**src/rtl/gpr_pkg.sv**
```systemverilog
`timescale 1ns/1ps
package gpr_pkg;
  typedef enum logic [1:0] {
    WB_ALU  = 2'd0,
    WB_MEM  = 2'd1,
    WB_LINK = 2'd2
  } wb_src_e;
endpackage

```
**src/rtl/gpr_wb_mux.sv**
```systemverilog
`timescale 1ns/1ps
module gpr_wb_mux #(
  parameter int DW = 16
) (
  input  logic                   link_sel,
  input  logic                   mem_sel,
  input  logic [DW-1:0]          alu_result,
  input  logic [DW-1:0]          load_data,
  input  logic [DW-1:0]          pc_plus4,
  output gpr_pkg::wb_src_e       wb_src,
  output logic [DW-1:0]          wb_data
);
  import gpr_pkg::*;

  always_comb begin
    if (link_sel)     wb_src = WB_LINK;
    else if (mem_sel) wb_src = WB_MEM;
    else              wb_src = WB_ALU;
  end

  always_comb begin
    unique case (wb_src)
      WB_LINK: wb_data = pc_plus4;
      WB_MEM:  wb_data = load_data;
      default: wb_data = alu_result;
    endcase
  end
endmodule

```
**src/rtl/gpr_rd_sel.sv**
```systemverilog
`timescale 1ns/1ps
module gpr_rd_sel #(
  parameter int AW = 4
) (
  input  logic [AW-1:0] fld_r0,
  input  logic [AW-1:0] fld_r2,
  input  logic          use_r0,
  output logic [AW-1:0] rb_addr
);
  always_comb rb_addr = use_r0 ? fld_r0 : fld_r2;
endmodule

```
**src/rtl/gpr_storage.sv**
```systemverilog
`timescale 1ns/1ps
module gpr_storage #(
  parameter int DW = 16,
  parameter int AW = 4
) (
  input  logic          clk,
  input  logic          rst,
  input  logic          wr_en,
  input  logic [AW-1:0] wr_addr,
  input  logic [DW-1:0] wr_data,
  input  logic [AW-1:0] ra_addr,
  input  logic [AW-1:0] rb_addr,
  output logic [DW-1:0] ra_data,
  output logic [DW-1:0] rb_data
);
  localparam int DEPTH = 1 << AW;

  logic [DW-1:0] regs [DEPTH];
  logic          wr_live;

  // Register zero is never a write target.
  assign wr_live = wr_en && (wr_addr != '0);

  // Falling-edge commit, mid-instruction.
  always_ff @(negedge clk) begin
    if (rst) begin
      for (int i = 0; i < DEPTH; i++) regs[i] <= '0;
    end else if (wr_live) begin
      regs[wr_addr] <= wr_data;
    end
  end

  always_comb begin
    ra_data = (ra_addr == '0) ? '0 : regs[ra_addr];
    rb_data = (rb_addr == '0) ? '0 : regs[rb_addr];
  end


  commit_chk: assert property (@(negedge clk) disable iff (rst)
    wr_live |=> regs[$past(wr_addr)] == $past(wr_data));


  zero_read_chk: assert property (@(posedge clk) disable iff (rst)
    (ra_addr == '0) |-> (ra_data == '0));

  genvar g;
  generate
    for (g = 1; g < DEPTH; g++) begin : g_hold

      hold_chk: assert property (@(negedge clk) disable iff (rst)
        !(wr_en && wr_addr == AW'(g)) |=> regs[g] == $past(regs[g]));
    end
  endgenerate
endmodule

```
**src/rtl/gpr_writeback_file.sv**
```systemverilog
`timescale 1ns/1ps
module gpr_writeback_file #(
  parameter int DW = 16,
  parameter int AW = 4
) (
  input  logic          clk,
  input  logic          rst,
  input  logic          wr_en,
  input  logic [AW-1:0] fld_r0,
  input  logic [AW-1:0] fld_r1,
  input  logic [AW-1:0] fld_r2,
  input  logic          rdb_use_r0,
  input  logic          link_sel,
  input  logic          mem_sel,
  input  logic [DW-1:0] alu_result,
  input  logic [DW-1:0] load_data,
  input  logic [DW-1:0] pc_plus4,
  output logic [DW-1:0] rd_a_data,
  output logic [DW-1:0] rd_b_data
);
  gpr_pkg::wb_src_e wb_src;
  logic [DW-1:0]    wb_data;
  logic [AW-1:0]    rb_addr;

  gpr_wb_mux #(.DW(DW)) u_wb (
    .link_sel  (link_sel),
    .mem_sel   (mem_sel),
    .alu_result(alu_result),
    .load_data (load_data),
    .pc_plus4  (pc_plus4),
    .wb_src    (wb_src),
    .wb_data   (wb_data)
  );

  gpr_rd_sel #(.AW(AW)) u_rsel (
    .fld_r0 (fld_r0),
    .fld_r2 (fld_r2),
    .use_r0 (rdb_use_r0),
    .rb_addr(rb_addr)
  );

  gpr_storage #(.DW(DW), .AW(AW)) u_regs (
    .clk    (clk),
    .rst    (rst),
    .wr_en  (wr_en),
    .wr_addr(fld_r0),
    .wr_data(wb_data),
    .ra_addr(fld_r1),
    .rb_addr(rb_addr),
    .ra_data(rd_a_data),
    .rb_data(rd_b_data)
  );


  link_wb_chk: assert property (@(negedge clk) disable iff (rst)
    link_sel |-> (wb_data == pc_plus4));


  mem_wb_chk: assert property (@(negedge clk) disable iff (rst)
    (mem_sel && !link_sel) |-> (wb_data == load_data));


  alu_wb_chk: assert property (@(negedge clk) disable iff (rst)
    (!mem_sel && !link_sel) |-> (wb_data == alu_result));


  rdb_sel_chk: assert property (@(posedge clk) disable iff (rst)
    rdb_use_r0 |-> (rb_addr == fld_r0));
endmodule

```
**config.mk**
```make
export PLATFORM = sky130hd
export DESIGN_NAME = gpr_writeback_file
export DESIGN_NICKNAME = d
export VERILOG_FILES = /design/src/rtl/gpr_pkg.sv /design/src/rtl/gpr_wb_mux.sv /design/src/rtl/gpr_rd_sel.sv /design/src/rtl/gpr_storage.sv /design/src/rtl/gpr_writeback_file.sv
export SDC_FILE = /design/constraint.sdc
export NUM_CORES = 1
export LEC_CHECK = 0
export ABC_AREA = 1
export CAP_MARGIN = 5
export CORE_MARGIN = 10
export CORE_UTILIZATION = 35
export CTS_BUF_LIST = sky130_fd_sc_hd__clkbuf_8 sky130_fd_sc_hd__clkbuf_16
export DETAILED_ROUTE_END_ITERATION = 12
export DONT_BUFFER_PORTS = 1
export PLACE_DENSITY = 0.45
export SYNTH_ARGS = -nofsm -noshare
export SYNTH_HDL_FRONTEND = slang
export SYNTH_HIERARCHICAL = 1
export SYNTH_SLANG_ARGS = --single-unit
```
**constraint.sdc**
```tcl
create_clock -name clk -period 1.77 [get_ports clk]
set_input_delay 0.0885 -clock clk [delete_from_list [all_inputs] [get_ports clk]]
set_output_delay 0.0885 -clock clk [all_outputs]
set_load 0.05 [all_outputs]
```
==> out/results.tsv <==
metric	value	unit
outcome	finished, violations left	
failing checks	negative setup slack	
overall routing resource usage	22.7	%
Worst Path Required	1.68	ns
root buffer cell	clkbuf_16	
initial core utilization	35.3	%
Inserted Clock Buffers	34	
Post-DP HPWL	40900	microns
Slew Viols, Final	0	
Pwr Density	976	mW/mm^2
met3 Track Usage GR	5.57	%
max reg flops	256	
GPL Wtd Cong	0.873	
net count reported at finish	2499	
met2 Use GR	35.6	%
antenna violations before repair	1	
routed length per instance	20.0	microns
Port Buf Inserts	0	
Placeable Area	0.0441	sq mm
Ports	98	
gr ovfl total	0	
Hold Crit Class	in2out	
cts-stage hold buffer count	0	
TritonCTS clock tree	built	
maximum VDD drop	714	uV
ANT cells	0	
Pleak	10.5	nW
mean post-synth cell area	7.28	sq um
CP endpoint	rd_b_data[14]	
1st-pass router iterations	5	
unrepaired setup endpoints after global routing	yes	
H-tree Lvls	2	
Crit path top cell by count	nand3_2	
CTS max path bufs	3	
DR vias	15387	
Setup crit end kind	output pin	
biggest regs	u_regs/regs x256	
Arr. time, crit path	2.70	ns
CP Cell Sequence	inv_1 -> nand2_1 -> nand3_2 -> nand3_2 -> nand3_2 -> a21oi_4 -> buf_12	
MaxCap Viol Count	0	
Rows	77	
CP startpoint	u_regs/regs[13][14]$_SDFFCE_NN0P_	
Mapped Area	0.0156	sq mm
Die H	231	microns
Setup WS post-layout	-1.02	ns
die area	0.0533	sq mm
Clk pin slew, worst setup/hold paths	0.05	ns
pre-CTS setup slack	-0.693	ns
Area Overhead vs Synth	36.3	%
vias in the first global route	15627	
CP startpoint kind	flop	
die width	231	microns
Via density	5.05	
GRT Max-Usage Layer	met2	
post-route ant nets	0	
share of cells above drive strength 1	24.7	%
Top reg by flops	u_regs/regs	
Initial DRC Count	1410	
Worst path max stage delay	0.36	ns
Post-Layout Cell Count	3046	
largest net degree at the start of global routing	131	
placed cell areas	0.0184	sq mm
Final Hold Vio Count	0	
global-route wire length before repair	91800	microns
count of final setup violators	32	
post-synthesis cell count	2138	
met1 Usage GRT	28.9	%
design area	0.0212	sq mm
Slowest cell on crit path	edfxtp_1	
Setup CP Type	reg2out	
wirelength, routed	61000	microns
placed cell count	2734	
Clock Sinks	256	
CP max FO	2	
Post-route DRC	0	
yosys warns	6	
Layout Utilization	48.1	%
-- power by group --
group	switching, W	internal (W)
Combinational	0.00285	0.00161
Sequential	0.000126	0.00708
Clock	0.00422	0.00482
Total	0.00720	0.0135
-- worst max-delay path: cells and delay by family, from the launching register on --
family                 cells  cell delay, ns
AOI/OAI and AO/OA          1            0.20
DFF                        1            0.36
and+or+nand+nor            4            0.42
buffers and inverters      2            0.22
-- cell usage in the layout, fill, tap and decap left out, drive strengths merged --
cell type and instances:
nand2 751, inv 581, nand3 385, edfxtp 256, nor2 251, buf 127
clkbuf 37, a21oi 32, conb 16, clkinvlp 9, clkinv 4, bufinv 2
nor4 2, and3 1
-- per-layer routing --
metal | vias up | share of wire, % | wire [microns]
li1 | 7274 | - | -
met1 | 7339 | 43 | 26100
met2 | 645 | 47 | 28700
met3 | 129 | 7.1 | 4350
met4 | 0 | 3.1 | 1900
met5 | - | 0 | 0
-- what timing repair did --
action	CTS	global route
pin swaps	82	100
endpoints found under the setup margin	110	32
setup buffers	0	0
gates resized for setup	163	135
-- metrics by stage --
step,hold slack [ns],total power (W),TNS [ns]
5_1_grt,0.460,0.0221,-32.92
3_3_place_gp,0.457,0.0123,-242.16
3_5_place_dp,0.460,0.0123,-235.86
4_1_cts,0.461,0.0210,-30.74
2_1_floorplan,0.572,0.0106,-132.85
6_report,0.450,0.0207,-30.52
-- worst min-delay path by stage --
stage | startpoint | endpoint | slack [ns] | cells past startpoint
finish | fld_r1[3] | rd_a_data[0] | 0.45 | 3
global route | fld_r1[3] | rd_a_data[0] | 0.46 | 3
CTS | fld_r1[3] | rd_a_data[15] | 0.46 | 3
detailed placement | fld_r1[3] | rd_a_data[15] | 0.46 | 3
global placement | fld_r1[3] | rd_a_data[15] | 0.46 | 3
floorplan | fld_r1[0] | rd_a_data[0] | 0.57 | 2
-- layout make-up --
| class | instances | area [sq um] |
|---|---|---|
| inverter | 320 | 1220 |
| fill | 4520 | 22900 |
| multi-input combinational | 1438 | 7560 |
| clock buffer | 37 | 926 |
| sequential | 256 | 7690 |
| timing repair buffer | 127 | 1970 |
| tap | 592 | 741 |
| clock inverter | 276 | 1120 |
Power figures use the tool's default switching activity.
